### config.mk
export PLATFORM = sky130hd
export DESIGN_NAME = opgather_unit
export DESIGN_NICKNAME = d
export VERILOG_FILES = /design/src/rtl/opgather_pkg.sv /design/src/rtl/og_rst_sync.sv /design/src/rtl/og_issue_ctl.sv /design/src/rtl/og_src_slot.sv /design/src/rtl/og_result_stage.sv /design/src/rtl/opgather_unit.sv
export SDC_FILE = /design/constraint.sdc
export NUM_CORES = 1
export LEC_CHECK = 0
export BUFFER_PORTS_ARGS = -buffer_cell sky130_fd_sc_hd__buf_2
export CAP_MARGIN = 20
export CORE_UTILIZATION = 39
export DETAILED_ROUTE_END_ITERATION = 12
export PLACE_DENSITY = 0.7
export SYNTH_ARGS = -nofsm -noshare
export SYNTH_HDL_FRONTEND = slang
export SYNTH_HIERARCHICAL = 1
export SYNTH_SLANG_ARGS = --single-unit
### constraint.sdc
create_clock -name clk -period 4.2 [get_ports clk]
set_clock_uncertainty 0.15 [all_clocks]
set_input_delay 1.26 -clock clk [delete_from_list [all_inputs] [get_ports clk]]
set_output_delay 1.26 -clock clk [all_outputs]
set_load 0.03 [all_outputs]
### src/rtl/opgather_pkg.sv
package opgather_pkg;

  // Phase of the back half of an operation (execute and write-back).
  typedef enum logic [1:0] {
    PH_GATHER  = 2'd0,  // waiting for operands, or idle
    PH_COLLECT = 2'd1,  // operands accepted, waiting for the result
    PH_WRITE   = 2'd2   // result held, write-back requested
  } og_phase_e;

endpackage

### src/rtl/og_rst_sync.sv
module og_rst_sync (
  input  logic clk,
  input  logic rst_n_i,
  output logic rst_n_o
);

  logic [1:0] sync_q;

  always_ff @(posedge clk or negedge rst_n_i) begin
    if (!rst_n_i) begin
      sync_q <= 2'b00;
    end else begin
      sync_q <= {sync_q[0], 1'b1};
    end
  end

  assign rst_n_o = sync_q[1];

endmodule

### src/rtl/og_issue_ctl.sv
module og_issue_ctl #(
  parameter int OPC_W = 4
) (
  input  logic             clk,
  input  logic             rst_n,
  input  logic             issue_i,
  input  logic [OPC_W-1:0] type_i,
  input  logic             invert_i,
  input  logic             done_i,
  output logic             busy_o,
  output logic             start_o,
  output logic [OPC_W-1:0] type_o,
  output logic             invert_o
);

  logic             busy_q, busy_d;
  logic [OPC_W-1:0] type_q;
  logic             invert_q;

  // An issue is taken only while idle.
  assign start_o = issue_i & ~busy_q;

  always_comb begin
    busy_d = busy_q;
    if (start_o) begin
      busy_d = 1'b1;
    end else if (done_i) begin
      busy_d = 1'b0;
    end
  end

  always_ff @(posedge clk or negedge rst_n) begin
    if (!rst_n) begin
      busy_q   <= 1'b0;
      type_q   <= '0;
      invert_q <= 1'b0;
    end else begin
      busy_q <= busy_d;
      if (start_o) begin
        type_q   <= type_i;
        invert_q <= invert_i;
      end
    end
  end

  assign busy_o   = busy_q;
  assign type_o   = type_q;
  assign invert_o = invert_q;


  busy_needs_issue_chk: assert property (@(posedge clk) disable iff (!rst_n)
    $rose(busy_q) |-> $past(issue_i));


  no_relatch_chk: assert property (@(posedge clk) disable iff (!rst_n)
    (busy_q && !done_i) |=> ($stable(type_q) && $stable(invert_q)));

endmodule

### src/rtl/og_src_slot.sv
module og_src_slot #(
  parameter int DATA_W = 16
) (
  input  logic              clk,
  input  logic              rst_n,
  input  logic              start_i,
  input  logic              skip_i,
  input  logic [DATA_W-1:0] subst_i,
  input  logic              grant_i,
  input  logic [DATA_W-1:0] data_i,
  output logic              req_o,
  output logic [DATA_W-1:0] opnd_o
);

  logic              req_q, req_d;
  logic [DATA_W-1:0] opnd_q, opnd_d;
  logic              take;
  logic              opnd_en;

  assign take = req_q & grant_i;

  always_comb begin
    req_d = req_q;
    if (start_i) begin
      req_d = ~skip_i;
    end else if (take) begin
      req_d = 1'b0;
    end
    opnd_en = start_i | take;
    opnd_d  = start_i ? subst_i : data_i;
  end

  always_ff @(posedge clk or negedge rst_n) begin
    if (!rst_n) begin
      req_q  <= 1'b0;
      opnd_q <= '0;
    end else begin
      req_q <= req_d;
      if (opnd_en) begin
        opnd_q <= opnd_d;
      end
    end
  end

  assign req_o  = req_q;
  assign opnd_o = opnd_q;


  req_after_start_chk: assert property (@(posedge clk) disable iff (!rst_n)
    $rose(req_q) |-> $past(start_i));


  req_holds_chk: assert property (@(posedge clk) disable iff (!rst_n)
    (req_q && !grant_i) |=> req_q);


  req_drops_on_grant_chk: assert property (@(posedge clk) disable iff (!rst_n)
    (req_q && grant_i) |=> !req_q);


  capture_on_grant_chk: assert property (@(posedge clk) disable iff (!rst_n)
    (req_q && grant_i) |=> (opnd_q == $past(data_i)));

endmodule

### src/rtl/og_result_stage.sv
module og_result_stage
  import opgather_pkg::*;
#(
  parameter int DATA_W = 16
) (
  input  logic              clk,
  input  logic              rst_n,
  input  logic              busy_i,
  input  logic              all_in_i,
  input  logic              exe_ready_i,
  input  logic              res_valid_i,
  input  logic [DATA_W-1:0] res_i,
  input  logic              wr_grant_i,
  output logic              exe_valid_o,
  output logic              res_ready_o,
  output logic              wr_req_o,
  output logic [DATA_W-1:0] dest_o,
  output logic              done_o
);

  og_phase_e         ph_q, ph_d;
  logic [DATA_W-1:0] res_q;
  logic              res_en;

  always_comb begin
    ph_d        = ph_q;
    exe_valid_o = 1'b0;
    res_ready_o = 1'b0;
    wr_req_o    = 1'b0;
    done_o      = 1'b0;
    res_en      = 1'b0;
    unique case (ph_q)
      PH_GATHER: begin
        exe_valid_o = busy_i & all_in_i;
        if (exe_valid_o && exe_ready_i) begin
          ph_d = PH_COLLECT;
        end
      end
      PH_COLLECT: begin
        res_ready_o = 1'b1;
        if (res_valid_i) begin
          res_en = 1'b1;
          ph_d   = PH_WRITE;
        end
      end
      PH_WRITE: begin
        wr_req_o = 1'b1;
        if (wr_grant_i) begin
          done_o = 1'b1;
          ph_d   = PH_GATHER;
        end
      end
      default: ph_d = PH_GATHER;
    endcase
  end

  always_ff @(posedge clk or negedge rst_n) begin
    if (!rst_n) begin
      ph_q  <= PH_GATHER;
      res_q <= '0;
    end else begin
      ph_q <= ph_d;
      if (res_en) begin
        res_q <= res_i;
      end
    end
  end

  assign dest_o = res_q;


  offer_holds_chk: assert property (@(posedge clk) disable iff (!rst_n)
    (exe_valid_o && !exe_ready_i) |=> exe_valid_o);


  wr_req_holds_chk: assert property (@(posedge clk) disable iff (!rst_n)
    (wr_req_o && !wr_grant_i) |=> (wr_req_o && $stable(dest_o)));


  result_taken_chk: assert property (@(posedge clk) disable iff (!rst_n)
    (res_ready_o && res_valid_i) |=> (wr_req_o && dest_o == $past(res_i)));

endmodule

### src/rtl/opgather_unit.sv
module opgather_unit #(
  parameter int DATA_W  = 16,
  parameter int NUM_SRC = 2,
  parameter int OPC_W   = 4
) (
  input  logic                      clk,
  input  logic                      rst_n,
  input  logic                      issue_i,
  input  logic [OPC_W-1:0]          op_type_i,
  input  logic                      op_invert_i,
  input  logic [DATA_W-1:0]         op_imm_i,
  input  logic                      op_imm_ok_i,
  input  logic                      op_zero_a_i,
  input  logic [NUM_SRC-1:0]        rd_skip_i,
  output logic                      busy_o,
  output logic [NUM_SRC-1:0]        rd_req_o,
  input  logic [NUM_SRC-1:0]        rd_grant_i,
  input  logic [NUM_SRC*DATA_W-1:0] src_data_i,
  output logic                      exe_valid_o,
  input  logic                      exe_ready_i,
  output logic [OPC_W-1:0]          exe_type_o,
  output logic [NUM_SRC*DATA_W-1:0] exe_opnd_o,
  input  logic                      exe_res_valid_i,
  output logic                      exe_res_ready_o,
  input  logic [DATA_W-1:0]         exe_res_i,
  output logic                      wr_req_o,
  input  logic                      wr_grant_i,
  output logic [DATA_W-1:0]         dest_o
);

  localparam int OPND_W = NUM_SRC * DATA_W;

  logic              rst_n_s;
  logic              start;
  logic              done;
  logic              busy;
  logic              invert_q;
  logic              all_in;
  logic [NUM_SRC-1:0] skip_w;
  logic [NUM_SRC-1:0] req_w;
  logic [OPND_W-1:0]  subst_w;
  logic [OPND_W-1:0]  opnd_w;

  og_rst_sync u_rst_sync (
    .clk     (clk),
    .rst_n_i (rst_n),
    .rst_n_o (rst_n_s)
  );

  og_issue_ctl #(.OPC_W(OPC_W)) u_issue (
    .clk      (clk),
    .rst_n    (rst_n_s),
    .issue_i  (issue_i),
    .type_i   (op_type_i),
    .invert_i (op_invert_i),
    .done_i   (done),
    .busy_o   (busy),
    .start_o  (start),
    .type_o   (exe_type_o),
    .invert_o (invert_q)
  );

  // Per-port suppression and substitute value, decided in the issue cycle.
  for (genvar i = 0; i < NUM_SRC; i++) begin : g_port
    if (i == 0) begin : g_a
      assign skip_w[i] = op_zero_a_i | rd_skip_i[i];
      assign subst_w[i*DATA_W +: DATA_W] = '0;
      assign exe_opnd_o[i*DATA_W +: DATA_W] = invert_q ? ~opnd_w[i*DATA_W +: DATA_W]
                                                       :  opnd_w[i*DATA_W +: DATA_W];
    end else if (i == 1) begin : g_b
      assign skip_w[i] = op_imm_ok_i | rd_skip_i[i];
      assign subst_w[i*DATA_W +: DATA_W] = op_imm_ok_i ? op_imm_i : '0;
      assign exe_opnd_o[i*DATA_W +: DATA_W] = opnd_w[i*DATA_W +: DATA_W];
    end else begin : g_c
      assign skip_w[i] = rd_skip_i[i];
      assign subst_w[i*DATA_W +: DATA_W] = '0;
      assign exe_opnd_o[i*DATA_W +: DATA_W] = opnd_w[i*DATA_W +: DATA_W];
    end

    og_src_slot #(.DATA_W(DATA_W)) u_slot (
      .clk     (clk),
      .rst_n   (rst_n_s),
      .start_i (start),
      .skip_i  (skip_w[i]),
      .subst_i (subst_w[i*DATA_W +: DATA_W]),
      .grant_i (rd_grant_i[i]),
      .data_i  (src_data_i[i*DATA_W +: DATA_W]),
      .req_o   (req_w[i]),
      .opnd_o  (opnd_w[i*DATA_W +: DATA_W])
    );
  end

  assign all_in = ~|req_w;

  og_result_stage #(.DATA_W(DATA_W)) u_result (
    .clk         (clk),
    .rst_n       (rst_n_s),
    .busy_i      (busy),
    .all_in_i    (all_in),
    .exe_ready_i (exe_ready_i),
    .res_valid_i (exe_res_valid_i),
    .res_i       (exe_res_i),
    .wr_grant_i  (wr_grant_i),
    .exe_valid_o (exe_valid_o),
    .res_ready_o (exe_res_ready_o),
    .wr_req_o    (wr_req_o),
    .dest_o      (dest_o),
    .done_o      (done)
  );

  assign busy_o   = busy;
  assign rd_req_o = req_w;


  valid_after_gather_chk: assert property (@(posedge clk) disable iff (!rst_n_s)
    exe_valid_o |-> (req_w == '0));


  idle_after_grant_chk: assert property (@(posedge clk) disable iff (!rst_n_s)
    (wr_req_o && wr_grant_i) |=> !busy_o);


  quiet_when_idle_chk: assert property (@(posedge clk) disable iff (!rst_n_s)
    !busy_o |-> (req_w == '0 && !wr_req_o && !exe_valid_o && !exe_res_ready_o));


  operands_stable_chk: assert property (@(posedge clk) disable iff (!rst_n_s)
    (exe_valid_o && !exe_ready_i) |=> $stable(exe_opnd_o));

endmodule

# Yosys cells after proc, flatten, opt, wreduce, memory -nomap -nowiden
# Index checks and enable logic that the tools add are counted.
# classes
addsub	0
n_mul	0
n_div	0
n_lt_le_gt_ge	0
n_eq_ne	5
shifts	0
mux	21
bitwise	12
reduce_logical	8
# ops
op	n
$mux W16	4
$not A16 Y16	1
$mux W1	13
$mux W2	3
$pmux W2 S3	1
$reduce_bool A2 Y1	3
$and A1 B1 Y1	4
$ne A2 B2 Y1 const B	2
$or A1 B1 Y1	4
$not A1 Y1	3
$reduce_and A3 Y1	1
$eq A2 B1 Y1 const B	1
$eq A2 B2 Y1 const B	1
$logic_not A2 Y1	1
$ne A2 B1 Y1 const B	1
$reduce_or A2 Y1	1
$logic_and A1 B1 Y1	1
$logic_not A1 Y1	1
# totals
register_bits	60
latchBits	0
ram_bits	0
romBits	0
n_memories	0

# Logic depth before layout (Yosys ltp)
# Gate-level depths: netlist of run 1.
# depth
depth_word	6
mapped_depth	5
depth_no_buf	4

# Modules after synthesis
# The synthesis of run 1 kept the hierarchy.
# modules_own_cells
module	instances	cells_each	area_each_um2	seq_area_each_um2
og_src_slot	2	95	998.5	425.4
og_result_stage	1	46	753.2	450.4
opgather_unit	1	39	296.5	0.0
og_issue_ctl	1	15	254.0	150.1
og_rst_sync	1	3	53.8	50.0

# Worst setup path before layout of run 1
# OpenSTA, ideal clock, no wires.
# synth_path
path_type	flip-flop to output port
startpoint	register g_port[1].u_slot.req_q
endpoint	output port exe_valid_o
arrival_ns	1.380
required_ns	2.790
slack_ns	1.410
path_stages_with_launch	4
path_cell_list	dfrtp_1 > nor2_1 > nand2_1 > nor3_1
# synth_via
elab_chain_len	4
# synth_lines
element	line_no	source
start, declared	og_src_slot.sv:15	logic req_q, req_d;
start signal, assigned	og_src_slot.sv:38	req_q <= req_d;
$reduce_or A2 Y1	opgather_unit.sv:93	assign all_in = ~|req_w;
$logic_not A1 Y1	opgather_unit.sv:93	
named net all_in	opgather_unit.sv:38	logic all_in;
$and A1 B1 Y1	og_result_stage.sv:34	exe_valid_o = busy_i & all_in_i;
$mux W1	og_result_stage.sv:32	unique case (ph_q)
end, declared	opgather_unit.sv:19	output logic exe_valid_o,
# The timed path passes the listed nets, and every way through them passes these cells.

# Worst setup path after layout of run 1
# layout_path
startpoint	register u_issue.invert_q, in the netlist u_issue/invert_o
endpoint	output port exe_opnd_o[0]
# layout_via
elab_chain_len	1
# layout_lines
element	line_no	source
start, declared	og_issue_ctl.sv:18	logic invert_q;
start signal, assigned	og_issue_ctl.sv:41	invert_q <= invert_i;
$mux W16	opgather_unit.sv:68	assign exe_opnd_o[i*DATA_W +: DATA_W] = invert_q ? ~opnd_w[i*DATA_W +: DATA_W]
end, declared	opgather_unit.sv:22	output logic [NUM_SRC*DATA_W-1:0] exe_opnd_o,
# Every way passes these cells.

==> results_dict.tcl, run 1 <==
set metrics [dict create \
    grt_use_met1_pct 22.6 \
    post-route-period-util_pct 73.1 \
    cp-start-kind "flip-flop" \
    synth_area_per_cell_um2 11.4 \
    dieWidth_um 94.7 \
    synthToLayoutAreaGrowth_pct 27.9 \
    p_leak_nw 2.11 \
    place.gp.congestion 0.741 \
    slew_headroom_pct 44.8 \
    endpoint_kind "output pin" \
    n_antenna_cell 0 \
    finalWorstPathRequiredPeriod_ns 3.07 \
    yosysTopAreaCell "dfrtp_1" \
    fp.coreArea_um2 8260 \
    clkSlewWorstSetupHoldPaths_ns 0.07 \
    cts.sinks 60 \
    hold_viol 0 \
    crit_chain "xor2_1, buf_2" \
    register_area_um2 1500 \
    synthesis.area_um2 3350 \
    path_delay_family "flip-flops" \
    synthArstFlopShare_pct 100 \
    post_cts_buffers 0 \
    cts-resized-gates 0 \
    met3_usage_pct 5.56 \
    worst-path-buf-inv 1 \
    rsz0062_at_grt "false" \
    cts_tree "built" \
    finalPower_w 0.00342 \
    worst_slew_pin_slew_ns 0.828 \
    ios 139 \
    ys_top_cells_by_count "dfrtp_1, inv_1, nand2_1, nand4b_1, o311ai_2" \
    yosysMostFrequentCell "dfrtp_1" \
    setup_viol_count_final 0 \
    slew_violations 0 \
    final_antenna_net_count 0 \
    vias 2646 \
    critPathArrivalTime_ns 1.66 \
    synth_seq_area_share_pct 44.8 \
    synth_area_leaders "dfrtp_1, o311ai_2, nand4b_1" \
    post_dp_cell_area_um2 4100 \
    fin_nets 517 \
    grt.busiest_layer "met2" \
    grt_usage_pct 17.1 \
    drt_wl_total_um 7550 \
    max_cap_violations 0 \
    fillers 766 \
    grt_pass1_vias 2450 \
    crit_type "flip-flop to output pin" \
    slowest_delay_ns 0.88 \
    post-dp-hpwl_um 5300 \
    dieArea_um2 8980 \
    clock_path_buffers 2 \
    ys.flop_type "dfrtp_1" \
    drc 0 \
    clk_latency_ns 0.34 \
    max_freq_mhz 326 \
    stdcell_count 546 \
    cp.required_ns 2.79 \
    drt_first_pass_iters 5 \
    drt-initial-drc-count 68 \
    finish.utilization_pct 52.0 \
    grt_pass1_wl_um 11800 \
    antenna_found_initial 0 \
    cts_max_level 3 \
    met2_usage_pct 25.5 \
    max-vdd-ir-drop_mv 0.353 \
    synth_edf_count 0 \
    die_h_um 94.7 \
    multiInputGateArea_um2 1600 \
    crit_path_top_delay_cell "dfrtp_1" \
    vias_per_cell 4.85 \
    start_util_pct 40.6 \
    ys_types 30 \
    ys_warn_count 6 \
    yosysTopAreaCellShare_pct 44.8 \
    netlist_instances 293 \
    clockRootBuffer "clkbuf_8" \
    num_rows 33 \
    grt_max_degree 55 \
    stdcell_area_um2 4290 \
    crit_path_max_fanout 17 \
    routedWlPerCell_um 13.8 \
    power_density_nw_per_um2 796 \
    hold_class "flip-flop to asynchronous set/reset pin" \
    cts_buffers 9 \
    ctsHoldBuffers 0 \
    ys_ff_latch 60 \
    placed_cells 530 \
    drive_above_1_share_pct 46.5 \
    io_buffers 138 \
    finalSetupTns_ns 0 \
    grt-ovfl-total 0 \
    status "finished clean" \
]
-- where the power goes --
part / internal, W / switching [W] / leakage [nW] / total [W]
Clock: 0.000287 / 0.000228 / 0.0991 / 0.000515
Sequential: 0.000851 / 0.000215 / 0.739 / 0.00107
Combinational: 0.000690 / 0.00114 / 1.28 / 0.00183
Total: 0.00183 / 0.00159 / 2.11 / 0.00342
-- sequential cells by signal, summed over array words and instances (netlist names) --
register              flops
u_issue/type_o            4
u_issue/busy_o            1
g_port.u_slot/opnd_o     32
g_port.u_slot/req_o       2
u_result/dest_o          16
u_result/ph_q             2
u_rst_sync/sync_q         2
u_issue/invert_o          1
-- per-stage QoR --
step / worst slack, ns / hold slack, ns
after floorplan: 1.41 / 0.181
after global placement: 1.54 / 0.179
after detailed placement: 1.47 / 0.184
after CTS: 1.09 / 0.190
after global routing: 1.02 / 0.210
final: 1.13 / 0.159
-- layout by cell type (no fill, tap or decap), types with 2 or more instances in the layout --
cell	count
or2_2	2
nand4b_1	33
nor2_1	4
nand2_1	33
buf_4	3
xor2_1	16
clkbuf_8	10
and2_4	2
clkinv_2	3
o311ai_4	2
o311ai_2	18
conb_1	17
o311ai_0	12
inv_1	35
a22o_1	2
a21oi_1	2
dfrtp_1	59
buf_2	138
and2_1	17
mux2_2	7
mux2_4	14
-- path summary, 6_finish.rpt --
check | slack, ns | startpoint | endpoint | depth (start not counted)
setup reg to reg | 2.44 | u_issue/busy_o | g_port[1].u_slot/opnd_o[3] | 4
hold reg to reg | 0.16 | u_rst_sync/sync_q[1] | g_port[1].u_slot/opnd_o[15] | 0
max in group asynchronous | 2.89 | u_rst_sync/sync_q[1] | u_issue/type_o[2] | 1
setup / recovery | 1.13 | u_issue/invert_o | exe_opnd_o[0] | 2
min in group clk | 0.21 | u_rst_sync/sync_q[0] | u_rst_sync/sync_q[1] | 0
hold / removal | 0.16 | u_rst_sync/sync_q[1] | g_port[1].u_slot/opnd_o[15] | 0
-- cell families after synthesis --
family,count (synthesis),share of synthesized area (%)
xor gates and xnor gates,16,4.18
and+or+nand+nor,97,18.4
other,2,0.224
buffers and inverters,60,9.40
AOI/OAI and AO/OA,37,14.4
DFF,60,44.8
muxes,21,8.62
-- cell type report --
| cell class | instances | share of cell area, % |
|---|---|---|
| Clock inverter | 5 | 1.22 |
| Inverter | 35 | 3.06 |
| Timing Repair Buffer | 142 | 17.1 |
| Multi-Input combinational cell | 188 | 37.3 |
| Tap cell | 105 | 3.06 |
| Sequential cell | 60 | 35.0 |
| Clock buffer | 11 | 3.29 |
-- metal layers --
metal  up-vias  part of all wire, %  wire (um)
met5         -                    0          0
met4         0                  2.1        159
met3        14                  7.3        550
met2       111                   46       3460
met1      1234                   45       3390
li1       1287                    -          -
Power figures use the tool's default switching activity.
==> run 2: changes to the inputs <==
ABC_AREA = 1   (was not set)
clock period = 3.21 ns   (was 4.2 ns; I/O delays follow)
==> run 2 against run 1 <==
First-iteration DRC count is 18% higher. Global-route usage up 2.0 points. Clock-buffer cell count grew 1. Largest cell class unchanged. Largest power group unchanged.
==> results_dict.tcl, run 2 <==
set metrics [dict create \
    power.share.sequential_pct 31.8 \
    worst-path-buf-inv 2 \
    crit_path_max_fanout 22 \
    reg2reg_from "u_issue/busy_o" \
    ys.flop_type "dfrtp_1" \
    synthMuxAreaShare_pct 0 \
    ys_ff_latch 60 \
    synth_area_leaders "dfrtp_1, nand2_1, nand3_1" \
    synthArstFlopShare_pct 100 \
    drive_above_1_share_pct 28.5 \
    post-route-period-util_pct 84.2 \
    drt_wl_total_um 8340 \
    yosys.area_share.simple_pct 42.5 \
    intPower_w 0.00222 \
    vias_per_cell 4.55 \
    worstSetupStartpoint "u_result/ph_q[0]" \
    r2r-end "g_port[1].u_slot/opnd_o[7]" \
    crit_chain "inv_1, nor2_1, buf_2" \
    final_antenna_net_count 0 \
    hold_viol 0 \
    ys_top_cells_by_count "nand2_1, dfrtp_1, nand3_1" \
    ys_types 22 \
    synth_xor_xnor_area_share_pct 0 \
    cts_max_level 3 \
    ys_warn_count 6 \
    pwr-share-clk_pct 16.8 \
    num_rows 33 \
    synth_area_per_cell_um2 7.14 \
    crit_path_top_delay_cell "dfrtp_1" \
    path_delay_family "flip-flops" \
    cts_buffers 9 \
    finalSetupTns_ns 0 \
    clk_latency_ns 0.33 \
    multiInputGateArea_um2 1520 \
    netlist_instances 473 \
    synth_seq_area_share_pct 44.4 \
    slowest_delay_ns 0.83 \
    grt_max_degree 45 \
    reg2reg_depth 8 \
    cp.required_ns 2.10 \
    dieArea_um2 9040 \
    synth_compound_area_share_pct 0.444 \
    die_h_um 95.1 \
    stdcell_count 726 \
    register_area_um2 1500 \
    finalWorstPathRequiredPeriod_ns 2.70 \
    post-dp-hpwl_um 6040 \
    power_frac_comb_pct 51.3 \
    drc 0 \
    worst_slew_pin_slew_ns 0.748 \
    drt_first_pass_iters 4 \
    cts-resized-gates 0 \
    max-vdd-ir-drop_mv 0.458 \
    clockRootBuffer "clkbuf_8" \
    yosysTopAreaCell "dfrtp_1" \
    grt_usage_pct 19.1 \
    synthesis.area_um2 3380 \
    fillers 872 \
    max_freq_mhz 370 \
    ctsHoldBuffers 0 \
    dieWidth_um 95.1 \
    slew_violations 0 \
    ios 139 \
    final_common_cell "nand2_1" \
    fin_nets 697 \
    cts.sinks 60 \
    p_leak_nw 2.70 \
    cp-endpoint "exe_res_ready_o" \
    endpoint_kind "output pin" \
    setup_viol_count_final 0 \
    placed_cells 709 \
    r2r_slack_ns 1.39 \
    synth_fa_ha_area_share_pct 0 \
    slew_headroom_pct 50.2 \
    io_buffers 138 \
    critPathArrivalTime_ns 1.59 \
    fp.coreArea_um2 8300 \
    status "finished clean" \
    synth_edf_count 0 \
    crit_type "flip-flop to output pin" \
    drt-initial-drc-count 80 \
    grt_pass1_wl_um 13500 \
    vias 3306 \
    final_cell_mix "nand2_1, buf_2, dfrtp_1, nand3_1, inv_1" \
    hold_class "flip-flop to asynchronous set/reset pin" \
    cp-start-kind "flip-flop" \
    n_antenna_cell 0 \
    place.gp.congestion 0.814 \
    path_depth 3 \
    grt-ovfl-total 0 \
    start_util_pct 40.7 \
    largest_register_ffs 32 \
    grt_pass1_vias 3024 \
    post_cts_buffers 0 \
    rsz0062_at_grt "false" \
    sw_frac_of_total_pct 49.6 \
    power_density_nw_per_um2 1030 \
    max_cap_violations 0 \
    yosysTopAreaCellShare_pct 44.4 \
    synth_top_family_by_area "simple AND/OR/NAND/NOR gates" \
    power.net_switching_w 0.00218 \
    antenna_found_initial 0 \
    clkSlewWorstSetupHoldPaths_ns 0.06 \
    cts_tree "built" \
    yosysMostFrequentCell "nand2_1" \
    routedWlPerCell_um 11.5 \
    synthToLayoutAreaGrowth_pct 27.0 \
    clock_path_buffers 2 \
]
## run 2: cell count changes after synthesis, sizes merged, moves of 6 or more
| cell | delta |
|---|---|
| mux2 | -21 |
| nand4 | +16 |
| nand4b | -33 |
| nand3 | +41 |
| xor2 | -16 |
| clkbuf | -6 |
| buf | +6 |
| and2 | -19 |
| inv | +7 |
| nand2 | +243 |
| o311ai | -32 |
## run 2: cell type report
| cell class | count | area share [%] |
|---|---|---|
| clock buffer | 12 | 3.38 |
| sequential | 60 | 35.0 |
| tap | 105 | 3.06 |
| multi-input combinational | 361 | 35.3 |
| timing repair buffer | 142 | 17.3 |
| inverter | 42 | 4.26 |
| clock inverter | 4 | 1.69 |
## run 2: worst min-delay path by stage
stage	from	end	slack [ns]
finish	u_rst_sync/sync_q[1]	u_result/dest_o[4]	0.10
global route	u_rst_sync/sync_q[1]	u_result/dest_o[9]	0.15
CTS	u_rst_sync/sync_q[0]	u_rst_sync/sync_q[1]	0.19
detailed placement	u_rst_sync/sync_q[0]	u_rst_sync/sync_q[1]	0.19
global placement	u_rst_sync/sync_q[0]	u_rst_sync/sync_q[1]	0.18
floorplan	u_rst_sync/sync_q[0]	u_rst_sync/sync_q[1]	0.18
## run 2: worst reg2reg max path: cells and delay by family, from the launching register on
kind / cells / cell delay (ns)
AND/OR/NAND/NOR: 5 / 0.41
buffers and inverters: 3 / 0.79
flip-flops: 1 / 0.39
## run 2: kinds of logic after synthesis
kind of cell	after synthesis
simple gates	341
other cells	2
buf+inv	67
compound gates	3
flops	60
## run 2: metal layers
metal | share of wire [%] | vias up | track usage (%)
met5 | 0 | - | 0
li1 | - | 1712 | -
met1 | 47 | 1474 | 24.8
met4 | 1.0 | 0 | 6.82
met3 | 6.4 | 8 | 3.75
met2 | 46 | 112 | 31.4
## run 2: per-stage QoR
stage | utilization, % | power, W | area, um^2 | hold slack, ns | setup WS (ns)
after detailed placement | 48.7 | 0.00368 | 4050 | 0.186 | 0.849
after global routing | 51.7 | 0.00474 | 4290 | 0.155 | 0.334
after global placement | 48.7 | 0.00364 | 4050 | 0.183 | 0.882
final | 51.7 | 0.00440 | 4290 | 0.104 | 0.508
after CTS | 51.4 | 0.00444 | 4260 | 0.195 | 0.478
after floorplan | - | 0.00313 | 3430 | 0.181 | 0.729
## run 2: power by group through the flow
stage / combinational (W) / clock [W] / sequential, W
2_1_floorplan: 0.00138 / 0 / 0.00175
3_3_place_gp: 0.00224 / 0 / 0.00140
3_5_place_dp: 0.00227 / 0 / 0.00141
4_1_cts: 0.00227 / 0.000762 / 0.00141
5_1_grt: 0.00250 / 0.000794 / 0.00145
6_report: 0.00226 / 0.000740 / 0.00140
